## config.mk

```make
export PLATFORM = sky130hd
export DESIGN_NAME = pio_edge_irq
export DESIGN_NICKNAME = d
export VERILOG_FILES = /design/src/rtl/pio_edge_pkg.sv /design/src/rtl/pio_sync.sv /design/src/rtl/pio_event_port.sv /design/src/rtl/pio_edge_irq.sv
export SDC_FILE = /design/constraint.sdc
export NUM_CORES = 1
export LEC_CHECK = 0
export BUFFER_PORTS_ARGS = -buffer_cell sky130_fd_sc_hd__buf_2
export CORE_MARGIN = 2
export CORE_UTILIZATION = 37
export DETAILED_ROUTE_END_ITERATION = 16
export GPL_TIMING_DRIVEN = 0
export PLACE_DENSITY_LB_ADDON = 0.1
export SLEW_MARGIN = 15
export SYNTH_ARGS = -nofsm -noshare
export SYNTH_HDL_FRONTEND = slang
export SYNTH_HIERARCHICAL = 1
export SYNTH_SLANG_ARGS = --single-unit
export TNS_END_PERCENT = 1
```

## constraint.sdc

```tcl
create_clock -name clk -period 5.13 [get_ports clk]
set_clock_uncertainty 0.15 [all_clocks]
set_input_delay 0.2565 -clock clk [delete_from_list [all_inputs] [get_ports clk]]
set_output_delay 0.2565 -clock clk [all_outputs]
set_load 0.02 [all_outputs]
```

## src/rtl/pio_edge_pkg.sv

```systemverilog
package pio_edge_pkg;

  localparam int ADDR_W = 4;
  localparam int PORT_W = 8;

  localparam logic [ADDR_W-1:0] OFS_SUMMARY = 4'd6;
  localparam logic [ADDR_W-1:0] OFS_PAGE    = 4'd7;
  localparam logic [ADDR_W-1:0] OFS_PAGED0  = 4'd8;

  localparam logic [PORT_W-1:0] CODE_ENABLE   = 8'h80;
  localparam logic [PORT_W-1:0] CODE_POLARITY = 8'h40;
  localparam logic [PORT_W-1:0] CODE_EVENT    = 8'hC0;

  typedef enum logic [1:0] {
    SEL_NONE = 2'd0,
    SEL_EN   = 2'd1,
    SEL_POL  = 2'd2,
    SEL_EVT  = 2'd3
  } page_sel_e;

  // Map the raw page byte onto the bank that the shared offsets reach.
  function automatic page_sel_e decode_page(input logic [PORT_W-1:0] code);
    case (code)
      CODE_ENABLE:   return SEL_EN;
      CODE_POLARITY: return SEL_POL;
      CODE_EVENT:    return SEL_EVT;
      default:       return SEL_NONE;
    endcase
  endfunction

  // Per-line edge hit: rising where pol=1, falling where pol=0.
  function automatic logic [PORT_W-1:0] edge_hits(input logic [PORT_W-1:0] prev,
                                                  input logic [PORT_W-1:0] cur,
                                                  input logic [PORT_W-1:0] pol);
    return (pol & cur & ~prev) | (~pol & prev & ~cur);
  endfunction

  // Next value of a port's event flags: set on enabled hits, clear wins.
  function automatic logic [PORT_W-1:0] next_events(input logic [PORT_W-1:0] evt,
                                                    input logic [PORT_W-1:0] hit,
                                                    input logic [PORT_W-1:0] en,
                                                    input logic [PORT_W-1:0] clr);
    return (evt | (hit & en)) & ~clr;
  endfunction

endpackage

```

## src/rtl/pio_sync.sv

```systemverilog
module pio_sync #(
  parameter int W = 48
) (
  input  logic         clk,
  input  logic         rst_n,
  input  logic [W-1:0] d_i,
  output logic [W-1:0] sync_o,
  output logic [W-1:0] prev_o
);

  logic [W-1:0] meta_q;
  logic [W-1:0] sync_q;
  logic [W-1:0] prev_q;

  always_ff @(posedge clk) begin
    if (!rst_n) begin
      meta_q <= '0;
      sync_q <= '0;
      prev_q <= '0;
    end else begin
      meta_q <= d_i;
      sync_q <= meta_q;
      prev_q <= sync_q;
    end
  end

  assign sync_o = sync_q;
  assign prev_o = prev_q;

endmodule

```

## src/rtl/pio_event_port.sv

```systemverilog
module pio_event_port
  import pio_edge_pkg::*;
(
  input  logic              clk,
  input  logic              rst_n,
  input  logic [PORT_W-1:0] cur_i,
  input  logic [PORT_W-1:0] prev_i,
  input  logic [PORT_W-1:0] pol_i,
  input  logic [PORT_W-1:0] en_i,
  input  logic [PORT_W-1:0] clr_i,
  output logic [PORT_W-1:0] hit_o,
  output logic [PORT_W-1:0] evt_o,
  output logic              any_o
);

  logic [PORT_W-1:0] evt_q;

  assign hit_o = edge_hits(prev_i, cur_i, pol_i);

  always_ff @(posedge clk) begin
    if (!rst_n) evt_q <= '0;
    else        evt_q <= next_events(evt_q, hit_o, en_i, clr_i);
  end

  assign evt_o = evt_q;
  assign any_o = |evt_q;

endmodule

```

## src/rtl/pio_edge_irq.sv

```systemverilog
module pio_edge_irq
  import pio_edge_pkg::*;
#(
  parameter int NUM_PORTS = 6,
  parameter int IRQ_PORTS = 3
) (
  input  logic                        clk,
  input  logic                        rst_n,
  input  logic [ADDR_W-1:0]           host_addr,
  input  logic                        host_wr,
  input  logic [PORT_W-1:0]           host_wdata,
  output logic [PORT_W-1:0]           host_rdata,
  input  logic [NUM_PORTS*PORT_W-1:0] line_in,
  output logic [NUM_PORTS*PORT_W-1:0] line_drive,
  output logic                        irq
);

  localparam int LINES     = NUM_PORTS * PORT_W;
  localparam int IRQ_LINES = IRQ_PORTS * PORT_W;

  logic [LINES-1:0]     line_sync;
  logic [LINES-1:0]     line_prev;
  logic [LINES-1:0]     drive_q;
  logic [PORT_W-1:0]    page_q;
  page_sel_e            page_sel;
  logic [IRQ_LINES-1:0] en_q;
  logic [IRQ_LINES-1:0] pol_q;
  logic [IRQ_LINES-1:0] evt_all;
  logic [IRQ_LINES-1:0] hit_all;
  logic [IRQ_LINES-1:0] clr_all;
  logic [IRQ_PORTS-1:0] port_pending;

  // Named write strobes, one per target.
  logic                 wr_page;
  logic [NUM_PORTS-1:0] wr_data_port;
  logic [IRQ_PORTS-1:0] wr_en_port;
  logic [IRQ_PORTS-1:0] wr_pol_port;

  assign page_sel = decode_page(page_q);

  pio_sync #(.W(LINES)) u_sync (
    .clk    (clk),
    .rst_n  (rst_n),
    .d_i    (line_in),
    .sync_o (line_sync),
    .prev_o (line_prev)
  );

  always_comb begin
    wr_page = host_wr && (host_addr == OFS_PAGE);
    for (int p = 0; p < NUM_PORTS; p++) begin
      wr_data_port[p] = host_wr && (host_addr == ADDR_W'(p));
    end
    for (int q = 0; q < IRQ_PORTS; q++) begin
      wr_en_port[q]  = host_wr && (host_addr == OFS_PAGED0 + ADDR_W'(q)) && (page_sel == SEL_EN);
      wr_pol_port[q] = host_wr && (host_addr == OFS_PAGED0 + ADDR_W'(q)) && (page_sel == SEL_POL);
    end
  end

  always_ff @(posedge clk) begin
    if (!rst_n) begin
      page_q  <= '0;
      drive_q <= '0;
      en_q    <= '0;
      pol_q   <= '0;
    end else begin
      if (wr_page) page_q <= host_wdata;
      for (int p = 0; p < NUM_PORTS; p++) begin
        if (wr_data_port[p]) drive_q[p*PORT_W +: PORT_W] <= host_wdata;
      end
      for (int q = 0; q < IRQ_PORTS; q++) begin
        if (wr_en_port[q])  en_q[q*PORT_W +: PORT_W]  <= host_wdata;
        if (wr_pol_port[q]) pol_q[q*PORT_W +: PORT_W] <= host_wdata;
      end
    end
  end

  // Acknowledge: enable bits written as 0 clear their events.
  always_comb begin
    for (int q = 0; q < IRQ_PORTS; q++) begin
      clr_all[q*PORT_W +: PORT_W] = wr_en_port[q] ? ~host_wdata : '0;
    end
  end

  for (genvar g = 0; g < IRQ_PORTS; g++) begin : g_evt
    pio_event_port u_evt (
      .clk    (clk),
      .rst_n  (rst_n),
      .cur_i  (line_sync[g*PORT_W +: PORT_W]),
      .prev_i (line_prev[g*PORT_W +: PORT_W]),
      .pol_i  (pol_q[g*PORT_W +: PORT_W]),
      .en_i   (en_q[g*PORT_W +: PORT_W]),
      .clr_i  (clr_all[g*PORT_W +: PORT_W]),
      .hit_o  (hit_all[g*PORT_W +: PORT_W]),
      .evt_o  (evt_all[g*PORT_W +: PORT_W]),
      .any_o  (port_pending[g])
    );
  end

  always_comb begin
    host_rdata = '0;
    for (int p = 0; p < NUM_PORTS; p++) begin
      if (host_addr == ADDR_W'(p)) host_rdata = line_sync[p*PORT_W +: PORT_W];
    end
    if (host_addr == OFS_SUMMARY) host_rdata[IRQ_PORTS-1:0] = port_pending;
    if (host_addr == OFS_PAGE)    host_rdata = page_q;
    for (int q = 0; q < IRQ_PORTS; q++) begin
      if (host_addr == OFS_PAGED0 + ADDR_W'(q)) begin
        case (page_sel)
          SEL_EN:  host_rdata = en_q[q*PORT_W +: PORT_W];
          SEL_POL: host_rdata = pol_q[q*PORT_W +: PORT_W];
          SEL_EVT: host_rdata = evt_all[q*PORT_W +: PORT_W];
          default: host_rdata = '0;
        endcase
      end
    end
  end

  assign line_drive = drive_q;
  assign irq        = |port_pending;

endmodule

```

==> flow_metrics.tcl <==
set metrics [dict create \
    pin_count 120 \
    path_delay_family "buffers and inverters" \
    wl_met1_um 14500 \
    slew_viol_final 0 \
    rows 60 \
    slowest_stage "a211oi_1" \
    fin_crit_ns 3.98 \
    synthCells 1043 \
    firstDrtPassIters 5 \
    fp.dieH_um 170 \
    worstSetupPathType "reg -> out" \
    arrival_ns 3.57 \
    postLayoutCoreUtil 0.473 \
    fillers 2569 \
    drt_wl_total_um 31700 \
    finalInstanceArea_um2 12700 \
    fin_ws_ns 1.15 \
    maxUsedRoutingLayer "met5" \
    gp_congestion 0.917 \
    drc 0 \
    core_area_um2 27000 \
    grt_pass1_wl_um 48200 \
    drtIter0Drc 688 \
    slowest_delay_ns 0.55 \
    cap_violations 0 \
    worst_setup_path_start_kind "flip-flop" \
    htree_levels 1 \
    cts_root_buf "clkbuf_16" \
    period_share 0.776 \
    ant_nets 0 \
    clock-sinks 248 \
    finalPower_mw 4.38 \
    clk_pin_slew_worst_paths_ns 0.06 \
    avgRoutedWirePerCell_um 19.7 \
    hp-class "reg -> reg" \
    path_common_cell "buf_2" \
    initial_core_util 0.378 \
    status "finished, final reports clean" \
    hold_slack_ns 0.276 \
    yosysWarnings 6 \
    post-place-ws_ns 1.88 \
    grt_max_degree 35 \
    grt_usage 0.219 \
    cp_cell_sequence "buf_2 > buf_2 > clkbuf_1 > a21oi_1 > a211oi_1 > o21ai_0 > o211ai_1 > buf_2" \
    cts.repair.resized 0 \
    io_buffers 118 \
    ir_drop_mv 0.211 \
    gr-total-overflow 0 \
    tightest_slew_ns 0.908 \
    powerDensity_nw_per_um2 343 \
    antenna_found_initial 5 \
    synth_area_um2 10200 \
    fin_nets 1311 \
    critPathMaxFanout 10 \
    p_leak_nw 5.10 \
    rsz0062_at_grt "false" \
    die_w_um 170 \
    cts_made_buffers 29 \
    setup_viol 0 \
    dp_cells 1502 \
    area_delta_synth_final_pct 25.2 \
    vias 8154 \
    wl_met3_um 2010 \
    drive_above_1_share 0.190 \
    reg2reg_slack_ns 2.18 \
    die-area_um2 28900 \
    dpl_cell_area_um2 11200 \
    cts_tree "done" \
    synth_area_per_cell_um2 9.76 \
    fin_cells 1608 \
    hold_viol_final 0 \
    grt_pass1_vias 7989 \
    via_per_inst 5.07 \
    end_kind "output port" \
    relSlewSlack 0.392 \
    fin_tns_setup_ns 0 \
    critical_path_buf_inv_count 4 \
    clk_latency_ns 0.54 \
    synth_fp_nets 1106 \
    fmax_ghz 0.251 \
    cts_buffer_depth 3 \
    cp.required_ns 4.72 \
    met2_length_um 14500 \
    hpwlAfterDp_um 22800 \
]
-- what timing repair did --
item | CTS | global route
endpoints found under the hold margin | 93 | 0
hold buffers | 56 | 0
setup buffers | 0 | 0
setup endpoints to repair | 0 | 0
-- cell usage in the layout (no fill, tap or decap), drive strengths merged, types with 6 or more instances in the layout --
master and n:
and3 26, and2 120, dfxtp 248, mux2 14, a22oi 8, o21ai 14
buf 148, nand2b 31, a211oi 9, mux2i 78, nor2 39, o22ai 26
mux4 7, clkbuf 77, a22o 10, nor2b 65, a21boi 40, nor4 9
clkinv 6, inv 28, a21oi 14, dlygate4sd3 56, or3 7, a32o 24
nand2 95, nand3 31
-- per-layer routing --
layer	vias up	global-route usage
met3	57	0.0370
met1	3813	0.300
met2	280	0.358
met4	4	0.0569
li1	4000	-
met5	-	0
-- cell type report --
| class | count | area, um^2 | area share |
|---|---|---|---|
| diodes | 2 | 5.00 | 0.000393 |
| plain buffers | 68 | 353 | 0.0277 |
| clock buffers | 39 | 833 | 0.0654 |
| clock inverters | 9 | 149 | 0.0117 |
| inverters | 29 | 109 | 0.00854 |
| multi-input cells | 698 | 4760 | 0.373 |
| flip-flops and latches | 248 | 4960 | 0.389 |
| well taps | 341 | 427 | 0.0335 |
| repair buffers | 174 | 1150 | 0.0903 |
-- report_power, final --
part | internal [mW] | leakage, nW | switching [mW]
logic | 0.125 | 2.59 | 0.148
clock network | 1.32 | 0.488 | 0.781
registers | 1.97 | 2.02 | 0.0263
total | 3.42 | 5.10 | 0.955
-- worst register-to-register path: stages (launching register included) --
cell     delay [ns]
dfxtp_1        0.33
or4_4          0.63
nor4_4         0.45
nand3_1        0.37
buf_2          0.34
nor2_1         0.12
inv_1          0.07
and3_2         0.20
a32o_1         0.20
-- sequential cells by signal, indices dropped and copies added, names as in the netlist --
signal             count
u_sync/meta_q         48
g_evt.u_evt/evt_o     24
page_q                 8
en_q                  24
pol_q                 24
line_drive            48
u_sync/prev_o         24
u_sync/sync_o         48
-- final timing paths --
| kind | startpoint | to | cells after the start |
|---|---|---|---|
| setup / recovery | page_q[7] | host_rdata[2] | 8 |
| hold / removal | u_sync/meta_q[47] | u_sync/sync_o[47] | 1 |
| setup reg to reg | page_q[0] | g_evt[2].u_evt/evt_o[4] | 8 |
| hold reg to reg | u_sync/meta_q[47] | u_sync/sync_o[47] | 1 |
No activity file was read; power rests on OpenSTA's default activity.
